## src/rtl/irq_cascade.sv

```systemverilog
module irq_cascade #(
  parameter int AW = 3
) (
  input  logic          clk,
  input  logic          rst_n,
  input  logic          reg_we,
  input  logic [AW-1:0] reg_addr,
  input  logic [31:0]   reg_wdata,
  output logic [31:0]   reg_rdata,
  input  logic [31:0]   top_src,
  input  logic [31:0]   sec_src,
  output logic          irq_o
);
  localparam logic [31:0] EXT_EDGE = 32'h01CF_0000;
  localparam logic [31:0] SW_BITS  = 32'h7000_0000;
  localparam logic [31:0] GRP_BITS = 32'h0000_0070;
  localparam logic [31:0] SEC_EDGE = 32'h1041_0000;
  localparam logic [AW-1:0] A_STAT = 0, A_MASK = 1, A_HARD = 2, A_SOFT = 3,
                            A_SSTAT = 4, A_SMASK = 5;

  logic [31:0] top_s1, top_s2, top_s3, sec_s1, sec_s2, sec_s3;
  logic [31:0] mask_q, hard_q, sec_hard_q, sec_mask_q;
  logic [2:0]  soft_q, soft_d;
  logic [31:0] status, sec_stat, sec_en, ext_rise, sw_rise, sec_rise;
  logic [2:0]  grp;

  always_ff @(posedge clk) begin
    if (!rst_n) begin
      top_s1 <= '0; top_s2 <= '0; top_s3 <= '0;
      sec_s1 <= '0; sec_s2 <= '0; sec_s3 <= '0;
      soft_d <= '0;
    end else begin
      top_s1 <= top_src; top_s2 <= top_s1; top_s3 <= top_s2;
      sec_s1 <= sec_src; sec_s2 <= sec_s1; sec_s3 <= sec_s2;
      soft_d <= soft_q;
    end
  end

  assign ext_rise = top_s2 & ~top_s3 & EXT_EDGE;
  assign sw_rise  = {1'b0, soft_q & ~soft_d, 28'b0};
  assign sec_rise = sec_s2 & ~sec_s3 & SEC_EDGE;

  always_ff @(posedge clk) begin
    if (!rst_n) begin
      mask_q     <= '0;
      hard_q     <= '0;
      soft_q     <= '0;
      sec_hard_q <= '0;
      sec_mask_q <= '0;
    end else begin
      if (reg_we && reg_addr == A_MASK)  mask_q     <= reg_wdata;
      if (reg_we && reg_addr == A_SOFT)  soft_q     <= reg_wdata[30:28];
      if (reg_we && reg_addr == A_SMASK) sec_mask_q <= reg_wdata;
      hard_q <= ((reg_we && reg_addr == A_HARD) ? (hard_q & reg_wdata) : hard_q)
                | ext_rise | sw_rise;
      sec_hard_q <= ((reg_we && reg_addr == A_SSTAT) ? (sec_hard_q & reg_wdata) : sec_hard_q)
                    | sec_rise;
    end
  end

  assign sec_stat = (sec_s2 & ~SEC_EDGE) | sec_hard_q;
  assign sec_en   = sec_stat & sec_mask_q;
  assign grp      = {|sec_en[7:0], |sec_en[15:8], |sec_en[31:16]};
  assign status   = (top_s2 & ~(EXT_EDGE | SW_BITS | GRP_BITS)) | hard_q
                    | {25'b0, grp, 4'b0};
  assign irq_o    = |(status & mask_q);

  always_comb begin
    case (reg_addr)
      A_STAT:  reg_rdata = status;
      A_MASK:  reg_rdata = mask_q;
      A_HARD:  reg_rdata = hard_q;
      A_SOFT:  reg_rdata = {1'b0, soft_q, 28'b0};
      A_SSTAT: reg_rdata = sec_stat;
      A_SMASK: reg_rdata = sec_mask_q;
      default: reg_rdata = '0;
    endcase
  end
endmodule


```

## config.mk

```make
export PLATFORM = sky130hd
export DESIGN_NAME = irq_cascade
export DESIGN_NICKNAME = d
export VERILOG_FILES = /design/src/rtl/irq_cascade.sv
export SDC_FILE = /design/constraint.sdc
export NUM_CORES = 1
export LEC_CHECK = 0
export BUFFER_PORTS_ARGS = -buffer_cell sky130_fd_sc_hd__buf_2
export CELL_PAD_IN_SITES_DETAIL_PLACEMENT = 1
export CELL_PAD_IN_SITES_GLOBAL_PLACEMENT = 1
export CORE_MARGIN = 2
export CORE_UTILIZATION = 39
export CTS_BUF_LIST = sky130_fd_sc_hd__clkbuf_16
export DETAILED_ROUTE_END_ITERATION = 6
export PLACE_DENSITY = 0.87
export RECOVER_POWER = 100
export REMOVE_ABC_BUFFERS = 1
export SLEW_MARGIN = 20
export SYNTH_ARGS = -nofsm -noshare
export SYNTH_HDL_FRONTEND = slang
export SYNTH_SLANG_ARGS = --single-unit
```

## constraint.sdc

```tcl
create_clock -name clk -period 2 [get_ports clk]
set_input_delay 0.6 -clock clk [delete_from_list [all_inputs] [get_ports clk]]
set_output_delay 0.6 -clock clk [all_outputs]
set_load 0.05 [all_outputs]
```

# Word-level counts from Yosys, hierarchy flattened
# Index checks and enable logic that the tools add are counted.
[totals]
romBits = 0
latch_bits = 0
wordCells = 46
n_memories = 0
ff_bits = 316
output_inout_bits = 33
inputBits = 102
ram_bits = 0
[classes]
muxes = 3
order_cmp = 0
n_div = 0
n_addsub = 0
reduce_logical = 10
bitwise = 16
n_shift = 0
n_mul = 0
n_eq_ne = 5
[ops]
columns = ["operator", "n"]
rows = [
  ["case mux 32 bit (6 select lines)", 1],
  ["AND 32 bit", 4],
  ["two-way mux 32 bit", 2],
  ["bitwise OR 32 bit", 2],
  ["bitwise OR 32 x 25 -> 32 bit", 1],
  ["bitwise OR 32 x 29 -> 32 bit", 1],
  ["bitwise OR 32 x 31 -> 32 bit", 1],
  ["bitwise OR 32 x 7 -> 32 bit", 1],
  ["OR reduction 32 bit", 1],
  ["AND 29 bit", 1],
  ["NOT 29 bit", 1],
  ["AND 25 bit", 1],
  ["NOT 25 bit", 1],
  ["OR reduction 16 bit", 1],
  ["OR reduction 8 bit", 2],
  ["equality test 3 x 2 -> 1 bit (second input constant)", 2],
  ["equality test 3 bit (second input constant)", 2],
  ["logical AND 1 bit", 5],
  ["AND 3 bit", 1],
  ["equality test 3 x 1 -> 1 bit (second input constant)", 1],
  ["zero test 3 bit", 1],
  ["NOT 3 bit", 1],
]

# Logic depth before layout (Yosys ltp)
# Gate-level depths: netlist of run 1.
[logic_depth]
word_depth = 6
ltp_mapped = 6
mapped_depth_nobuf = 5

# Worst setup path before layout of run 1
# Ideal clock, no wire load.
[synth_path]
path_kind = "input-to-output"
start = "in reg_addr[0]"
end = "out reg_rdata[30]"
required_ns = 1.400
setup_slack_ns = -0.883
cell_stages = 5
arrival_time_ns = 2.283
path_buffers = 2
cell_sequence = "buf_4 -> inv_1 -> buf_2 -> a22oi_1 -> o21ai_0"
[synth_via]
elab_chain_cells = 2
[synth_rtl]
columns = ["element", "line", "rtl"]
rows = [
  ["start: declaration", "7", "input logic [AW-1:0] reg_addr,"],
  ["equality test 3 bit (tied with other cells)", "69", "case (reg_addr)"],
  ["case mux 32 bit (6 select lines) *", "69", ""],
  ["end: declaration", "9", "output logic [31:0] reg_rdata,"],
]
# Mark *: on every way between the ends. The rest lies on a longest branch, timed or not.

# Final worst setup path of run 1
[layout_path]
start = "reg top_s2[8]"
end = "out irq_o"
[layout_via]
elab_chain_cells = 4
[layout_rtl]
columns = ["element", "line", "rtl"]
rows = [
  ["start: declaration", "21", "logic [31:0] top_s1, top_s2, top_s3, sec_s1, sec_s2, sec_s3;"],
  ["start signal: assignment", "33", "top_s1 <= top_src; top_s2 <= top_s1; top_s3 <= top_s2;"],
  ["bitwise OR 32 bit", "64", "assign status = (top_s2 & ~(EXT_EDGE | SW_BITS | GRP_BITS)) | hard_q"],
  ["bitwise OR 32 x 7 -> 32 bit", "65", "| {25'b0, grp, 4'b0};"],
  ["AND 32 bit", "66", "assign irq_o = |(status & mask_q);"],
  ["OR reduction 32 bit", "66", ""],
  ["end: declaration", "12", "output logic irq_o"],
]
# No other way between the ends.

==> qor.csv, run 1 <==
stage,metric,value,unit
timing,Slew @ Worst Pin,1160,ps
timing,setup ws final,-980,ps
place,post-DP HPWL,20900,microns
pwr,"Power, Total",11.8,mW
pwr,Clock Power Share,0.444,
setup_path,crit path launch type,register,
synthesis,Post-synth ARST share,0,
setup_path,Arrival @ worst endpoint,2380,ps
detailed_routing,DR vias,8941,
global_routing,Tot GR Track Use,0.255,
timing,fin crit share,1.49,
detailed_routing,mean number of vias per cell,5.48,
floorplanning,Die ar.,26100,sq um
timing,clk_skew,9.28,ps
cells_and_area,share of layout cells above drive strength 1,0.342,
cells_and_area,final instance area,13600,sq um
floorplanning,I/O pin count,135,
setup_path,Crit Path Max Fanout,2,
cells_and_area,"Core Util, Final",0.560,
synthesis,Mean Syn Cell Area,9.50,sq um
pwr,Sw Share,0.240,
clocking,clock sink count,260,
place,GPL Wtd Cong,0.818,
timing,Tmin final,2980,ps
cells_and_area,net total in the final layout,1385,
clocking,cts bufs inserted,28,
detailed_routing,DRC viols,0,
synthesis,Post-synth EDFFs,0,
timing,RSZ-0062 raised after global routing,true,
floorplanning,core area,24300,sq um
synthesis,"FF+latch count, synth",260,
timing,TNS Setup,-29140,ps
pwr,Power Density,864,nW/um^2
clocking,CTS tree,done,
place,Placed Area,11800,sq um
clocking,Clock Pin Slew Worst Setup and Hold Paths,60,ps
pwr,worst vdd ir,0.662,mV
clocking,clk buf depth,3,
global_routing,global-route wire length before repair,52000,microns
floorplanning,Die X,162,microns
synthesis,sequential-to-total area share from yosys stat,0.538,
setup_path,critical path type,register to primary output,
detailed_routing,post-route ant nets,0,
timing,max-slew violation count,0,
job,Max-cap violations,0,
global_routing,GRT overflow,0,
global_routing,vias in the first global route,9399,
cells_and_area,fillers,2679,
synthesis,mapped cell area,9680,sq um
clocking,Skew-Pair Late Insertion Delay,540,ps
pwr,Pint,8.94,mW
timing,Worst slew margin,0.226,
pwr,combinational share of power,0.095,
timing,Max Clk Rate,336,MHz
pwr,switching pwr,2.82,mW
cells_and_area,Area Growth Syn to Fin,40.6,%
floorplanning,Die Span Y,162,microns
global_routing,maximum number of pins on one net before global-route repair,77,
floorplanning,row count,57,
place,I/O Buffers,128,
setup_path,Critical Path Sink Type,primary output,
floorplanning,Initial Utilization,0.398,
min_path,HP Class,input pin to register,
synthesis,predominant post-synthesis flop cell,dfxtp_1,
synthesis,Syn Inst Count,1019,
setup_path,Required @ worst endpoint,1400,ps
detailed_routing,WL/cell,21.6,microns
synthesis,Syn. warnings,0,
run_status,outcome,"complete, but fails checks",
clocking,root buffer cell,clkbuf_16,
global_routing,initial antenna violation count,4,
timing,final hold violations,0,
detailed_routing,Post-Route WL,35200,microns
timing,Final setup viols,107,
run_status,failing checks,negative setup slack,
pwr,leakage power figure,5.97,nW
detailed_routing,TritonRoute pass-1 iters,4,
pwr,sequential fraction of design power,0.461,
detailed_routing,initial DRC count,587,
clocking,htree depth,1,
clocking,hold-fix buffers at CTS,0,
synthesis,synth unique cells,40,
## per-stage QoR
step | std cells | hold slack, ps | worst slack (ps)
2_1_floorplan | 949 | 412 | -1330
3_3_place_gp | 1560 | 415 | -501
3_5_place_dp | 1560 | 421 | -597
4_1_cts | 1625 | 249 | -937
5_1_grt | 1630 | 257 | -1030
6_report | 1631 | 256 | -980
## cells in the final DEF, fill, tap and decap left out, drive strengths merged, types with 13 or more instances in the layout
master    n
a21boi   77
inv      13
dfxtp   260
a21oi    23
a22oi    16
o211a    51
nand2b   13
clkbuf   38
or3      26
and2    129
o21ai    93
nand2   137
mux2i    28
o22ai    28
buf     295
nor2     28
## path summary, 6_finish.rpt
kind / depth (start not counted) / from / slack [ps] / end
hold reg to reg: 1 / sec_s1[16]$_SDFF_PN0_ / 430 / sec_s2[16]$_SDFF_PN0_
setup reg to reg: 3 / hard_q[17]$_SDFF_PN0_ / 1060 / hard_q[17]$_SDFF_PN0_
setup / recovery: 6 / top_s2[8]$_SDFF_PN0_ / -980 / irq_o
hold / removal: 2 / sec_src[10] / 260 / sec_s1[10]$_SDFF_PN0_
## per-layer routing
layer  vias to the layer above  GRT usage  wire (microns)
met5                         -          0              21
met4                         4      0.119            1750
met3                       132     0.0534            2140
met2                       348      0.448           17500
met1                      4394      0.297           13800
li1                       4063          -               -
## repair_timing
action	CTS	global route
cloned	5	0
setup endpoints to repair	33	33
pin swaps	52	41
resized for setup	172	78
buffers inserted	13	10
## synthesized netlist by cell type, types with 11 or more instances
cell type	count	share of area
o22ai_1	28	0.018
o211a_1	51	0.053
nand4_1	11	0.0071
clkbuf_1	44	0.017
a21oi_1	23	0.012
a21boi_1	27	0.021
nand2b_1	13	0.0084
or3_1	25	0.016
o21ai_0	87	0.045
buf_2	20	0.010
a21boi_0	50	0.039
dfxtp_1	260	0.54
and2_1	129	0.083
mux2i_1	28	0.029
a22oi_1	16	0.012
nand2_1	137	0.053
nor2_1	27	0.010
## registers in the layout (all words and copies together) (netlist names), 7 cells and up
register	flops
hard_q	32
mask_q	32
sec_hard_q	32
sec_mask_q	32
sec_s1	32
sec_s2	32
top_s1	26
top_s2	26
top_s3	7
## cells by family after synthesis
group,count (synthesis),synth area share
compound gates,296,0.210
buf+inv,74,0.0321
flops,260,0.538
mux,28,0.0290
simple gates,361,0.191
## power groups by stage
stage / Combinational (mW) / Clock [mW] / Sequential [mW]
detailed placement: 0.906 / 0 / 5.52
finish: 1.12 / 5.22 / 5.42
CTS: 1.07 / 5.26 / 5.41
global placement: 0.876 / 0 / 5.50
floorplan: 0.384 / 0 / 5.49
global route: 1.18 / 5.49 / 5.43
## critical path, cell delays in order, from the launching register on
cell	delay (ps)
dfxtp_2	350
o21ai_2	220
nand4_1	310
nor3_4	280
o211ai_1	150
a221o_1	340
buf_6	170
## cell type report
| class | count | area, sq um | share of cell area |
|---|---|---|---|
| flip-flops and latches | 260 | 5230 | 0.384 |
| multi-input cells | 685 | 4650 | 0.342 |
| repair buffers | 304 | 2380 | 0.175 |
| clock buffers | 29 | 726 | 0.0533 |
| well taps | 324 | 405 | 0.0298 |
| clock inverters | 23 | 200 | 0.0147 |
| inverters | 4 | 17.5 | 0.00129 |
| diodes | 2 | 5.00 | 0.000368 |
Note: power is estimated with default switching activity, not from simulation.
==> run 2: changes to the inputs <==
--- a/config.mk
+++ b/config.mk
@@ -5,17 +5,19 @@
 export SDC_FILE = /design/constraint.sdc
 export NUM_CORES = 1
 export LEC_CHECK = 0
+export ABC_AREA = 1
 export BUFFER_PORTS_ARGS = -buffer_cell sky130_fd_sc_hd__buf_2
 export CELL_PAD_IN_SITES_DETAIL_PLACEMENT = 1
 export CELL_PAD_IN_SITES_GLOBAL_PLACEMENT = 1
 export CORE_MARGIN = 2
-export CORE_UTILIZATION = 39
+export CORE_UTILIZATION = 38
 export CTS_BUF_LIST = sky130_fd_sc_hd__clkbuf_16
 export DETAILED_ROUTE_END_ITERATION = 6
-export PLACE_DENSITY = 0.87
+export PLACE_DENSITY = 0.88
 export RECOVER_POWER = 100
 export REMOVE_ABC_BUFFERS = 1
 export SLEW_MARGIN = 20
 export SYNTH_ARGS = -nofsm -noshare
 export SYNTH_HDL_FRONTEND = slang
 export SYNTH_SLANG_ARGS = --single-unit
+export TNS_END_PERCENT = 20
==> run 2 against run 1 <==
Effect of this change: the flow still finishes with violations (negative setup slack); cell count rose by 7.7%; sequential share of layout area rose by 3.6 points; clock power decreased by 11%.
==> qor.csv, run 2 <==
stage,metric,value,unit
min_path,HP Class,input pin to register,
detailed_routing,WL/cell,17.3,microns
setup_path,Most common cell on crit path,nor2_2,
synthesis,Syn Inst Count,1228,
pwr,Sw Share,0.245,
synthesis,post-synth top area cell,dfxtp_1,
clocking,Clock Pin Slew Worst Setup and Hold Paths,60,ps
setup_path,CP cell instances,a21oi_2 > nand2_2 > nor2_2 > nand2_1 > nor2_2 > nor2_2 > nor2_2 > nand2_2 > buf_8,
setup_path,critical path type,register to primary output,
pwr,sequential fraction of design power,0.497,
timing,TNS Setup,-13690,ps
cells_and_area,most frequent cells in the layout,"253 x dfxtp_1, 239 x inv_1, 215 x nand2_1, 122 x o21ai_0, 91 x buf_2",
timing,RSZ-0062 raised after global routing,true,
synthesis,synth unique cells,28,
place,pre-CTS setup slack,-635,ps
timing,Final setup viols,33,
pwr,Pint,8.27,mW
detailed_routing,post-route ant nets,0,
clocking,root buffer cell,clkbuf_16,
setup_path,Arrival @ worst endpoint,2010,ps
timing,Max Clk Rate,383,MHz
run_status,failing checks,negative setup slack,
timing,Tmin final,2610,ps
setup_path,Critical Path Sink Type,primary output,
detailed_routing,DRC viols,0,
pwr,combinational share of power,0.080,
cells_and_area,"leading cell type in the layout, fill and taps excluded",dfxtp_1,
place,I/O Buffers,128,
pwr,leakage power figure,6.43,nW
synthesis,most common cell in the netlist,dfxtp_1,
global_routing,GRT overflow,0,
setup_path,Crit-path slowest cell,dfxtp_1,
place,placed cells,1697,
synthesis,Post-synth EDFFs,0,
detailed_routing,initial DRC count,490,
floorplanning,Die Span Y,163,microns
global_routing,Tot GR Track Use,0.222,
cells_and_area,Area Growth Syn to Fin,29.9,%
pwr,"Power, Total",11.0,mW
cells_and_area,final instance area,12400,sq um
floorplanning,Die ar.,26400,sq um
timing,final hold violations,0,
synthesis,predominant post-synthesis flop cell,dfxtp_1,
floorplanning,row count,58,
synthesis,"top cells by area, synth","dfxtp_1 54%, o21ai_0 9.1%, inv_1 9.0%",
job,Max-cap violations,0,
clocking,clk buf depth,3,
synthesis,sequential-to-total area share from yosys stat,0.544,
pwr,worst vdd ir,0.582,mV
pwr,Power Density,883,nW/um^2
cells_and_area,final cell count without fillers,1756,
setup_path,CP peak stage delay,380,ps
global_routing,global-route wire length before repair,46800,microns
timing,Worst slew margin,0.269,
clocking,clock sink count,260,
synthesis,Syn. warnings,0,
cells_and_area,net total in the final layout,1504,
synthesis,"FF+latch count, synth",260,
place,post-DP HPWL,19400,microns
global_routing,initial antenna violation count,3,
global_routing,vias in the first global route,9143,
setup_path,cell class contributing the biggest share of worst-path delay,simple AND/OR/NAND/NOR gates,
timing,fin crit share,1.30,
timing,setup ws final,-609,ps
place,GPL Wtd Cong,0.786,
detailed_routing,mean number of vias per cell,4.99,
floorplanning,I/O pin count,135,
timing,Slew @ Worst Pin,1100,ps
floorplanning,core area,25000,sq um
detailed_routing,DR vias,8758,
synthesis,"top cells by count, synth","260 x dfxtp_1, 230 x inv_1, 222 x nand2_1, 174 x o21ai_0, 89 x nor2_1",
pwr,switching pwr,2.69,mW
setup_path,Crit Path Max Fanout,3,
setup_path,WP buf/inv,1,
detailed_routing,TritonRoute pass-1 iters,4,
synthesis,top-area cell type share of the netlist area,0.544,
clocking,htree depth,1,
detailed_routing,Post-Route WL,30400,microns
clocking,cts bufs inserted,28,
global_routing,maximum number of pins on one net before global-route repair,103,
timing,Hold WS,242,ps
clocking,Skew-Pair Late Insertion Delay,540,ps
run_status,outcome,"complete, but fails checks",
pwr,Clock Power Share,0.423,
place,Placed Area,11000,sq um
setup_path,Required @ worst endpoint,1400,ps
cells_and_area,share of layout cells above drive strength 1,0.225,
synthesis,mapped cell area,9560,sq um
timing,max-slew violation count,0,
clocking,CTS tree,done,
floorplanning,Initial Utilization,0.383,
synthesis,Post-synth ARST share,0,
timing,clk_skew,5.64,ps
floorplanning,Die X,163,microns
cells_and_area,"Core Util, Final",0.497,
synthesis,Mean Syn Cell Area,7.79,sq um
setup_path,crit path launch type,register,
[run 2: power groups by stage]
stage | logic (mW) | registers, mW | clock network (mW)
2_1_floorplan | 0.349 | 5.52 | 0
3_3_place_gp | 0.734 | 5.53 | 0
3_5_place_dp | 0.765 | 5.54 | 0
4_1_cts | 0.839 | 5.44 | 4.72
5_1_grt | 0.961 | 5.46 | 4.96
6_report | 0.881 | 5.44 | 4.63
[run 2: layout make-up]
class / count / area [sq um]
antenna: 3 / 7.51
inverter: 233 / 882
sequential: 260 / 5210
tap: 330 / 413
timing repair buffer: 204 / 1570
multi-input combinational: 675 / 3510
clock buffer: 29 / 726
clock inverter: 22 / 91.3
fill: 3046 / 12500
[run 2: tightest hold or removal path, stage by stage]
cell and delay, ps:
buf_2 70, nand2_1 40, inv_1 40
[run 2: what timing repair did]
action,in CTS,in global routing
hold buffers,0,0
resized for setup,145,73
gates cloned,1,1
setup buffers,3,2
setup endpoints to repair,33,33
pin swaps,29,33
[run 2: cells by family (layout without fill, tap and decap cells)]
| family | count (synthesis) | after routing | synth area share |
|---|---|---|---|
| compound gates | 335 | 335 | 0.198 |
| buf+inv | 293 | 488 | 0.117 |
| flops | 260 | 260 | 0.544 |
| other cells | 0 | 3 | 0 |
| simple gates | 340 | 340 | 0.141 |
[run 2: path summary, 6_finish.rpt]
path                             endpoint                    start  cells after the start  slack, ps
setup / recovery                    irq_o   hard_q[4]$_SDFFE_PN0P_                      9       -610
hold / removal      sec_s1[30]$_SDFF_PN0_              sec_src[30]                      3        240
setup reg to reg  mask_q[16]$_SDFFE_PN0P_  mask_q[16]$_SDFFE_PN0P_                      2       1180
hold reg to reg      top_s2[9]$_SDFF_PN0_     top_s1[9]$_SDFF_PN0_                      2        410
[run 2: per-layer routing]
metal	vias to the layer above	wire (microns)	track usage
li1	4234	-	-
met1	4222	12800	0.272
met2	235	15200	0.388
met3	67	1520	0.0328
met4	0	874	0.0925
met5	-	0	0
==> run 3: changes to the inputs <==
--- a/config.mk
+++ b/config.mk
@@ -13,7 +13,7 @@
 export CORE_UTILIZATION = 38
 export CTS_BUF_LIST = sky130_fd_sc_hd__clkbuf_16
 export DETAILED_ROUTE_END_ITERATION = 6
-export PLACE_DENSITY = 0.88
+export PLACE_DENSITY_LB_ADDON = 0.08
 export RECOVER_POWER = 100
 export REMOVE_ABC_BUFFERS = 1
 export SLEW_MARGIN = 20
==> run 3 against run 2 <==
Effect of this change: the run still ends with negative setup slack left; worst hold slack worse by 17 ps; global-route usage down 0.63 points; largest cell class unchanged; clock power up 8.2%; critical path type unchanged; clock skew about the same.
==> qor.csv, run 3 (synthesis results as in run 2) <==
stage,metric,value,unit
cells_and_area,fillers,3047,
timing,Worst slew margin,0.0859,
timing,clk_skew,5.79,ps
setup_path,worst reg2reg path endpoint,sec_hard_q[30]$_SDFFE_PN0P_,
job,Max-cap violations,0,
clocking,htree depth,1,
clocking,hold-fix buffers at CTS,0,
min_path,HP Class,input pin to register,
global_routing,vias in the first global route,8572,
setup_path,Most common cell on crit path,nand2_1,
detailed_routing,initial DRC count,467,
setup_path,Worst R2R Start,sec_hard_q[30]$_SDFFE_PN0P_,
pwr,switching pwr,2.76,mW
setup_path,cell class contributing the biggest share of worst-path delay,simple AND/OR/NAND/NOR gates,
floorplanning,row count,58,
place,GPL Wtd Cong,0.774,
pwr,combinational share of power,0.077,
clocking,CTS tree,done,
detailed_routing,DR vias,8559,
clocking,clock sink count,260,
setup_path,critical path type,register to primary output,
pwr,sequential fraction of design power,0.480,
global_routing,GRT overflow,0,
setup_path,Crit-path slowest cell,dfxtp_2,
cells_and_area,final instance area,12700,sq um
cells_and_area,share of layout cells above drive strength 1,0.236,
detailed_routing,DRC viols,0,
pwr,Pint,8.57,mW
run_status,outcome,"complete, but fails checks",
detailed_routing,post-route ant nets,0,
setup_path,crit path launch type,register,
setup_path,Crit Path Max Fanout,2,
timing,final hold violations,0,
timing,Slew @ Worst Pin,1370,ps
setup_path,cells on worst reg2reg path,4,
setup_path,CP cell instances,o21ai_1 > nand2_1 > nor2_2 > nand2_1 > nor2_2 > nor2_1 > nor2_1 > nand2_1 > buf_6,
floorplanning,core area,25000,sq um
cells_and_area,net total in the final layout,1517,
timing,max-slew violation count,0,
pwr,worst vdd ir,0.642,mV
timing,fin crit share,1.26,
setup_path,Critical Path Stages,9,
clocking,Skew-Pair Late Insertion Delay,560,ps
detailed_routing,mean number of vias per cell,4.84,
setup_path,r2r setup slk,1200,ps
timing,Hold WS,225,ps
clocking,cts bufs inserted,29,
pwr,Power Density,896,nW/um^2
timing,Tmin final,2510,ps
setup_path,crit path to,irq_o,
detailed_routing,Post-Route WL,28400,microns
floorplanning,Die X,163,microns
cells_and_area,area occupied by multi-input gates,3520,sq um
detailed_routing,WL/cell,16.1,microns
timing,Max Clk Rate,398,MHz
clocking,clk buf depth,3,
global_routing,maximum number of pins on one net before global-route repair,69,
global_routing,global-route wire length before repair,45400,microns
timing,Final setup viols,33,
place,post-DP HPWL,18800,microns
pwr,Clock Power Share,0.442,
global_routing,Tot GR Track Use,0.215,
cells_and_area,Area Growth Syn to Fin,32.3,%
pwr,leakage power figure,6.52,nW
cells_and_area,"leading cell type in the layout, fill and taps excluded",dfxtp_1,
cells_and_area,FF/Latch Area,5220,sq um
cells_and_area,Ant. Diodes,0,
timing,setup ws final,-514,ps
cells_and_area,"Core Util, Final",0.507,
setup_path,crit path from,sec_hard_q[30]$_SDFFE_PN0P_,
global_routing,initial antenna violation count,0,
timing,RSZ-0062 raised after global routing,true,
setup_path,CP peak stage delay,320,ps
floorplanning,Die Span Y,163,microns
pwr,Sw Share,0.244,
floorplanning,Die ar.,26400,sq um
run_status,failing checks,negative setup slack,
cells_and_area,most frequent cells in the layout,"246 x dfxtp_1, 234 x inv_1, 214 x nand2_1, 116 x o21ai_0, 91 x buf_2",
setup_path,Arrival @ worst endpoint,1910,ps
place,Placed Area,11100,sq um
setup_path,Critical Path Sink Type,primary output,
clocking,Clock Pin Slew Worst Setup and Hold Paths,60,ps
floorplanning,Initial Utilization,0.383,
clocking,root buffer cell,clkbuf_16,
floorplanning,I/O pin count,135,
place,I/O Buffers,128,
setup_path,Required @ worst endpoint,1400,ps
detailed_routing,TritonRoute pass-1 iters,4,
setup_path,WP buf/inv,1,
## run 3: worst min-delay path by stage
stage                               start                     to  slack, ps  depth (start not counted)
floorplan            sec_s1[0]$_SDFF_PN0_   sec_s2[0]$_SDFF_PN0_        390                          2
global placement    top_s1[20]$_SDFF_PN0_  top_s2[20]$_SDFF_PN0_        390                          2
detailed placement   top_s1[1]$_SDFF_PN0_   top_s2[1]$_SDFF_PN0_        400                          2
CTS                            sec_src[8]   sec_s1[8]$_SDFF_PN0_        200                          3
global route                   sec_src[9]   sec_s1[9]$_SDFF_PN0_        210                          3
finish                         sec_src[1]   sec_s1[1]$_SDFF_PN0_        230                          3
## run 3: area by class of cell
cell class | count | share of cell area
multi-input combinational | 675 | 0.278
tap | 330 | 0.0326
sequential | 260 | 0.413
clock inverter | 24 | 0.0133
clock buffer | 29 | 0.0574
inverter | 233 | 0.0697
timing repair buffer | 216 | 0.136
## run 3: per-layer routing
metal	GRT usage	up-vias	part of all wire	wire (microns)
met3	0.0255	37	0.034	960
met4	0.0491	0	0.019	531
met1	0.301	4095	0.48	13800
li1	-	4270	-	-
met2	0.357	157	0.46	13100
met5	0	-	0	0
## run 3: power groups by stage
stage	sequential, mW	combinational [mW]	clock (mW)
3_3_place_gp	5.54	0.774	0
2_1_floorplan	5.52	0.349	0
3_5_place_dp	5.54	0.791	0
6_report	5.44	0.878	5.01
5_1_grt	5.46	0.971	5.38
4_1_cts	5.43	0.877	5.16
## run 3: metrics by stage
stage	setup WS (ps)	total power [mW]	setup TNS, ps	cells
2_1_floorplan	-685	5.87	-22750	1168
3_3_place_gp	-531	6.31	-15490	1706
3_5_place_dp	-569	6.33	-16500	1706
4_1_cts	-569	11.5	-12520	1764
5_1_grt	-641	11.8	-25780	1767
6_report	-514	11.3	-12300	1767
## run 3: tightest hold or removal path: cells and delay by family
| kind | cells | cell delay (ps) |
|---|---|---|
| buffers and inverters | 2 | 120 |
| and+or+nand+nor | 1 | 40 |
## run 3: what timing repair did
| item | 4_1_cts | 5_1_grt |
|---|---|---|
| buffers inserted | 3 | 3 |
| gates resized for setup | 128 | 98 |
| setup endpoints to repair | 33 | 33 |
| gates cloned | 3 | 0 |
| pin swaps | 14 | 43 |
